## src/rtl/shiftadd_mul_pkg.sv

```systemverilog
package shiftadd_mul_pkg;

  typedef enum logic {
    SAM_IDLE = 1'b0,
    SAM_RUN  = 1'b1
  } sam_state_e;

endpackage

```

## src/rtl/sam_iter_cnt.sv

```systemverilog
module sam_iter_cnt #(
  parameter int ITERS = 32
) (
  input  logic clk_i,
  input  logic rst_ni,
  input  logic clear_i,
  input  logic step_i,
  output logic last_o
);
  localparam int CW = (ITERS > 1) ? $clog2(ITERS) : 1;
  localparam logic [CW-1:0] LAST_VAL = CW'(ITERS - 1);

  logic [CW-1:0] cnt_q, cnt_d;
  logic          cnt_en;

  assign cnt_en = clear_i | step_i;

  always_comb begin
    cnt_d = cnt_q;
    if (clear_i) begin
      cnt_d = '0;
    end else if (step_i) begin
      cnt_d = cnt_q + CW'(1);
    end
  end

  always_ff @(posedge clk_i or negedge rst_ni) begin
    if (!rst_ni) begin
      cnt_q <= '0;
    end else if (cnt_en) begin
      cnt_q <= cnt_d;
    end
  end

  assign last_o = (cnt_q == LAST_VAL);

endmodule

```

## src/rtl/sam_ctrl.sv

```systemverilog
module sam_ctrl
  import shiftadd_mul_pkg::*;
(
  input  logic clk_i,
  input  logic rst_ni,
  input  logic start_i,
  input  logic abort_i,
  input  logic last_i,
  output logic load_o,
  output logic step_o,
  output logic finish_o,
  output logic busy_o
);
  sam_state_e state_q, state_d;

  // abort gates every state-changing action
  assign load_o   = (state_q == SAM_IDLE) & start_i & ~abort_i;
  assign step_o   = (state_q == SAM_RUN) & ~abort_i;
  assign finish_o = step_o & last_i;
  assign busy_o   = (state_q == SAM_RUN);

  always_comb begin
    state_d = state_q;
    unique case (state_q)
      SAM_IDLE: if (load_o) state_d = SAM_RUN;
      SAM_RUN:  if (abort_i || finish_o) state_d = SAM_IDLE;
      default:  state_d = SAM_IDLE;
    endcase
  end

  always_ff @(posedge clk_i or negedge rst_ni) begin
    if (!rst_ni) begin
      state_q <= SAM_IDLE;
    end else begin
      state_q <= state_d;
    end
  end

endmodule

```

## src/rtl/sam_datapath.sv

```systemverilog
module sam_datapath #(
  parameter int WIDTH = 32
) (
  input  logic             clk_i,
  input  logic             rst_ni,
  input  logic             load_i,
  input  logic             step_i,
  input  logic [WIDTH-1:0] op_a_i,
  input  logic [WIDTH-1:0] op_b_i,
  output logic [WIDTH-1:0] acc_next_o
);
  logic [WIDTH-1:0] mcand_q, mcand_d;
  logic [WIDTH-1:0] mplier_q, mplier_d;
  logic [WIDTH-1:0] acc_q, acc_d;
  logic [WIDTH-1:0] addend;
  logic             reg_en;

  // partial product: multiplicand gated by the current multiplier bit
  for (genvar i = 0; i < WIDTH; i++) begin : g_pp
    assign addend[i] = mcand_q[i] & mplier_q[0];
  end

  assign acc_next_o = acc_q + addend;
  assign reg_en     = load_i | step_i;

  always_comb begin
    mcand_d  = mcand_q;
    mplier_d = mplier_q;
    acc_d    = acc_q;
    if (load_i) begin
      mcand_d  = op_a_i;
      mplier_d = op_b_i;
      acc_d    = '0;
    end else if (step_i) begin
      mcand_d  = {mcand_q[WIDTH-2:0], 1'b0};
      mplier_d = {1'b0, mplier_q[WIDTH-1:1]};
      acc_d    = acc_next_o;
    end
  end

  always_ff @(posedge clk_i or negedge rst_ni) begin
    if (!rst_ni) begin
      mcand_q  <= '0;
      mplier_q <= '0;
      acc_q    <= '0;
    end else if (reg_en) begin
      mcand_q  <= mcand_d;
      mplier_q <= mplier_d;
      acc_q    <= acc_d;
    end
  end

endmodule

```

## src/rtl/shiftadd_mul.sv

```systemverilog
module shiftadd_mul #(
  parameter int WIDTH = 32
) (
  input  logic             clk_i,
  input  logic             rst_ni,
  input  logic             start_i,
  input  logic [WIDTH-1:0] op_a_i,
  input  logic [WIDTH-1:0] op_b_i,
  input  logic             abort_i,
  output logic             busy_o,
  output logic             done_o,
  output logic [WIDTH-1:0] product_o
);
  localparam int ITERS = WIDTH;

  logic             load, step, finish, last_iter;
  logic [WIDTH-1:0] acc_next;
  logic [WIDTH-1:0] result_q, result_d;
  logic             done_q;

  sam_ctrl u_ctrl (
    .clk_i    (clk_i),
    .rst_ni   (rst_ni),
    .start_i  (start_i),
    .abort_i  (abort_i),
    .last_i   (last_iter),
    .load_o   (load),
    .step_o   (step),
    .finish_o (finish),
    .busy_o   (busy_o)
  );

  sam_iter_cnt #(.ITERS(ITERS)) u_cnt (
    .clk_i   (clk_i),
    .rst_ni  (rst_ni),
    .clear_i (load),
    .step_i  (step),
    .last_o  (last_iter)
  );

  sam_datapath #(.WIDTH(WIDTH)) u_dp (
    .clk_i      (clk_i),
    .rst_ni     (rst_ni),
    .load_i     (load),
    .step_i     (step),
    .op_a_i     (op_a_i),
    .op_b_i     (op_b_i),
    .acc_next_o (acc_next)
  );

  assign result_d = acc_next;

  always_ff @(posedge clk_i or negedge rst_ni) begin
    if (!rst_ni) begin
      result_q <= '0;
    end else if (finish) begin
      result_q <= result_d;
    end
  end

  always_ff @(posedge clk_i or negedge rst_ni) begin
    if (!rst_ni) begin
      done_q <= 1'b0;
    end else begin
      done_q <= finish;
    end
  end

  assign done_o    = done_q;
  assign product_o = result_q;

endmodule

```

## config.mk

```make
export PLATFORM = sky130hd
export DESIGN_NAME = shiftadd_mul
export DESIGN_NICKNAME = d
export VERILOG_FILES = /design/src/rtl/shiftadd_mul_pkg.sv /design/src/rtl/sam_iter_cnt.sv /design/src/rtl/sam_ctrl.sv /design/src/rtl/sam_datapath.sv /design/src/rtl/shiftadd_mul.sv
export SDC_FILE = /design/constraint.sdc
export NUM_CORES = 1
export LEC_CHECK = 0
export BUFFER_PORTS_ARGS = -buffer_cell sky130_fd_sc_hd__buf_4
export CAP_MARGIN = 10
export CORE_ASPECT_RATIO = 0.6
export CORE_UTILIZATION = 35
export DETAILED_ROUTE_END_ITERATION = 10
export SLEW_MARGIN = 0
export SYNTH_ARGS = -nofsm -noshare
export SYNTH_HDL_FRONTEND = slang
export SYNTH_SLANG_ARGS = --single-unit
```

## constraint.sdc

```tcl
create_clock -name clk_i -period 9 [get_ports clk_i]
set_input_delay 1.35 -clock clk_i [delete_from_list [all_inputs] [get_ports clk_i]]
set_output_delay 1.35 -clock clk_i [all_outputs]
set_load 0.01 [all_outputs]
```

==> impl.org <==
** Route
- Detailed-routing wirelength on met1 :: approximately 10 mm
- Remaining DRCs :: 0
- The highest metal layer carrying signal wires in the routed design is met4.
- Final ANT Viol Nets :: 0
- The first routing iteration left about 430 violations.
- In the detailed route, the total length drawn on met3 is roughly 1.2 mm.
- Detailed-routing iteration count for the pre-antenna-repair pass :: 5
- Detailed-route via count :: 5943
- Wire length reported by the detailed router :: 18.6 mm
- The routed design uses just under 7 mm of met2 wire.
- After detailed routing, the number of vias per cell comes to 5.09.
- After detailed routing, the average wire length per cell comes to between 15 and 20 um.

** Floorplanning
- The floorplan step defined a core boundary enclosing around 20000 sq um.
- Effective utilization at floorplan :: ~36%
- Chip Height :: between 100 and 150 um
- The die covers 21300 sq um.
- In this run the horizontal extent of the chip is 188 um.
- Number of rows in the core area :: 40
- Pin placement for this block handled ~100 I/O pins.

** Setup path
- Crit Path Max Fanout :: 33
- The worst setup path is of the flop to flop kind.
- Capturing element type of the critical path :: flop
- Setup slack on the worst flop-to-flop path :: 5090 ps
- In this design, the critical path's most frequently occurring cell is sky130_fd_sc_hd__o21ai_1.
- The signal on the critical path passes through and2_1, ha_1, fa_1, a21oi_1, o211ai_1, a2111oi_0, o21ai_1, and3_1, a221oi_2, xor2_1, o21ai_1.
- For the worst setup path, the data required time is ~9000 ps.
- The startpoint identified for the worst register-to-register timing path is u_dp.mplier_q[0]$_DFFE_PN0P_.
- Crit start category :: flop
- Data arrival time at the worst-slack endpoint :: ~4200 ps
- Endpoint of the most critical register-to-register path :: product_o[30]$_DFFE_PN0P_
- Measured in cells, the most critical reg-to-reg path has a length of 11.
- The largest individual stage delay along the critical path comes from the cell sky130_fd_sc_hd__dfrtp_1.
- Crit path largest cell delay :: ~740 ps

** STA
- In the post-route analysis, the smallest setup slack over all paths is about 5000 ps.
- Clock period minus worst slack :: roughly 3900 ps
- Measured against its own limit, the worst slew margin works out to between 20 and 30%.
- Peak Freq :: between 200 and 300 MHz
- The final number of hold-violating endpoints came to 0.
- The number of pins with negative max-slew slack in the final report is 0.
- Across the routed clock network, the largest skew measured is around 11 ps.
- Setup repair after global routing missed its margin :: false
- For the pin with the worst max-slew slack, the measured transition is about 1100 ps.
- Final sum of negative setup slack :: 0 ps
- Setup violations remaining at the end of the flow were counted as 0.
- Fraction of the cycle the final worst path needs :: a little over two fifths

** Outcome
- The run finished with clean final reports.

** Power and ir drop
- Combinational logic is responsible for between 20% and 30% of the overall power.
- Of the total power, registers draw about two fifths.
- Across the VDD grid, the largest voltage drop is around 0.12 mV.
- NetSw :: between 0.0007 and 0.0008 W
- Tot Pwr :: between 0.002 and 0.0025 W
- Switching Fraction :: between 30% and 40%
- The internal power of the cells totals around 0.0014 W.
- LEAKAGE :: 4.26 nW
- Share of power burned in the clock network :: between 30% and 40%
- In this run the power density over the cells is about 240 nW/um^2.

** Layout
- Filler cell count in the final layout :: 1989
- In the final layout, flip-flops and latches occupy 3380 sq um.
- The finished layout holds roughly 1200 standard cells, fillers aside.
- Combined area of the multi-input logic cells :: between 3000 and 4000 sq um
- Number of antenna cells inserted :: 0
- After the last flow step, the layout net total stands at 984.
- Measured on the finished design, the core utilization comes to a little over two fifths.
- Fraction of layout cells with a size suffix above 1 :: 17.8%
- Area grow syn2layout :: 22.2%

** CTS
- CTS built an H-tree with a depth of 4.
- In this run, post-CTS repair resized a total of 0 instances.
- Post-CTS setup buffers :: 0
- The clock passes through at most 2 buffers.
- TritonCTS clock tree :: yes
- The cell sitting at the root of the clock tree is a sky130_fd_sc_hd__clkbuf_16.
- Clock insertion delay at the later pin of the skew report :: between 400 and 500 ps
- Counting the buffers created by CTS gives 17.
- Clock-pin slew was measured on the worst setup and hold paths at 60 ps.
- Hold repair after CTS inserted 0 buffers.
- Total number of clock tree sinks :: approximately 140

** Synthesis
- Synth Cell Area :: roughly 7200 sq um
- EDFF count, synth :: 0
- For this run, the number of Yosys warnings is 0.
- Yosys mapped the design onto between 50 and 60 distinct sky130hd cell types.
- Number of instances in the synthesized netlist :: 809
- For this run, the register share of the synthesized area comes to 46.7%.
- Main area contributors after synthesis :: sky130_fd_sc_hd__dfrtp_1 (47%), sky130_fd_sc_hd__nand2_1 (11%), sky130_fd_sc_hd__a22oi_1 (6.4%)
- Sorting the synthesized cells by how often they occur yields sky130_fd_sc_hd__nand2_1 (218), sky130_fd_sc_hd__dfrtp_1 (135), sky130_fd_sc_hd__o21ai_0 (75).
- Share of flip-flops with an asynchronous set or reset after synthesis :: 100%
- In this run the mean area of a mapped cell was 8.94 sq um.
- Number of nets produced by synthesis :: between 900 and 1000
- Count leader, synth :: sky130_fd_sc_hd__nand2_1
- Commonest register cell after synthesis :: sky130_fd_sc_hd__dfrtp_1
- Cell taking the most area after synthesis :: sky130_fd_sc_hd__dfrtp_1
- Share of the synthesized area in the top cell type :: 46.7%
- Counting flops and latches in the post-synthesis netlist gives about 140.

** Worst hold path
- End point of the worst hold path :: u_dp.mplier_q[29]$_DFFE_PN0P_
- Tightest Hold Check Type :: flop to flop
- Worst Min Path Start :: u_dp.mplier_q[29]$_DFFE_PN0P_
- Counting instances, the worst hold path has a depth of 2.

** Global routing
- The initial antenna violation count was 0.
- First-pass GRT wire length :: approximately 31 mm
- Pin count of the biggest net entering global routing :: 73
- Global routing consumed, over all layers together, 18.8% of the routing resources.
- The number of global-route vias before repair came to ~5800.
- Grt ovf :: 0

** Job
- Max-capacitance violation count :: 0

** Placement
- After detailed placement, the design holds a cell count of 1136.
- Before CTS, the worst setup slack after placement is 5080 ps.
- After legalization and detailed placement, the total HPWL measured between 10 and 15 mm.
- Input and output buffers added on the ports amount to slightly above 100.
- Routability-driven placement congestion ratio :: 0.877
worst max-delay path, delay by kind of cell, from the launching register on:
family / cells / cell delay [ps]
DFF: 1 / 740
adders and majority gates: 2 / 610
and+or+nand+nor: 2 / 580
AOI/OAI and AO/OA: 6 / 1550
xor gates and xnor gates: 1 / 250
power by group through the flow:
stage	clock, W	combinational, W	sequential [W]
2_1_floorplan	0	0.000393	0.000792
4_1_cts	0.000785	0.000531	0.000818
3_3_place_gp	0	0.000523	0.000824
6_report	0.000767	0.000530	0.000818
3_5_place_dp	0	0.000529	0.000827
5_1_grt	0.000810	0.000605	0.000836
through the flow:
stage               hold WS, ps  cell area, sq um
global placement            458              8190
CTS                         478              8840
global route                491              8840
floorplan                   446              7230
detailed placement          463              8190
finish                      475              8840
logic make-up (layout without fill, tap and decap cells):
kind of cell	count (synthesis)	in the layout	synth area share, %
compound gates	226	226	20.7
xor+xnor	28	28	3.39
fa+ha+maj	34	34	5.99
buf+inv	59	145	3.11
flops	135	135	46.7
mux	4	4	0.605
simple gates	323	323	19.5
how the worst max path moves through the flow:
stage,cells past startpoint,from,endpoint
3_5_place_dp,11,u_dp.mplier_q[0]$_DFFE_PN0P_,product_o[30]$_DFFE_PN0P_
2_1_floorplan,11,u_dp.mplier_q[0]$_DFFE_PN0P_,u_dp.acc_q[28]$_DFFE_PN0P_
3_3_place_gp,7,abort_i,product_o[28]$_DFFE_PN0P_
5_1_grt,11,u_dp.mplier_q[0]$_DFFE_PN0P_,product_o[30]$_DFFE_PN0P_
4_1_cts,11,u_dp.mplier_q[0]$_DFFE_PN0P_,product_o[30]$_DFFE_PN0P_
6_report,11,u_dp.mplier_q[0]$_DFFE_PN0P_,product_o[30]$_DFFE_PN0P_
registers in the layout (all words and copies together), names as in the netlist:
register / count
u_cnt.cnt_q: 5
u_dp.mplier_q: 32
done_o: 1
u_ctrl.busy_o: 1
u_dp.acc_q: 32
u_dp.mcand_q: 32
product_o: 32
layer usage:
| layer | vias to the layer above | global-route usage (%) |
|---|---|---|
| met4 | 0 | 5.20 |
| li1 | 2973 | - |
| met1 | 2776 | 29.4 |
| met3 | 16 | 4.96 |
| met5 | - | 0 |
| met2 | 178 | 24.6 |
placed cells by master (no fill, tap or decap), drive strengths merged, types with 2 or more instances in the layout:
| master | synthesis | layout |
|---|---|---|
| a211o | 3 | 3 |
| a211oi | 9 | 9 |
| a21boi | 2 | 2 |
| a21o | 11 | 11 |
| a21oi | 27 | 27 |
| a221oi | 3 | 3 |
| a22oi | 62 | 62 |
| a311oi | 2 | 2 |
| a31oi | 5 | 5 |
| and2 | 34 | 34 |
| and3 | 4 | 4 |
| and4 | 2 | 2 |
| buf | 7 | 106 |
| bufinv | 0 | 4 |
| clkbuf | 45 | 19 |
| clkinv | 0 | 3 |
| clkinvlp | 0 | 2 |
| dfrtp | 135 | 135 |
| ha | 33 | 33 |
| inv | 7 | 11 |
| mux2 | 3 | 3 |
| nand2 | 220 | 220 |
| nand2b | 7 | 7 |
| nand3 | 23 | 23 |
| nand4 | 3 | 3 |
| nor2 | 16 | 16 |
| nor2b | 4 | 4 |
| nor3 | 4 | 4 |
| nor4 | 3 | 3 |
| o211ai | 4 | 4 |
| o21a | 3 | 3 |
| o21ai | 83 | 83 |
| o21bai | 5 | 5 |
| xnor2 | 16 | 16 |
| xor2 | 12 | 12 |
final cells by class:
class | count | share of cell area, %
Multi-Input combinational cell | 615 | 41.3
Sequential cell | 135 | 38.2
Timing Repair Buffer | 106 | 9.05
Clock buffer | 19 | 5.13
Tap cell | 273 | 3.87
Clock inverter | 13 | 2.18
Inverter | 7 | 0.297
Power figures use the tool's default switching activity.
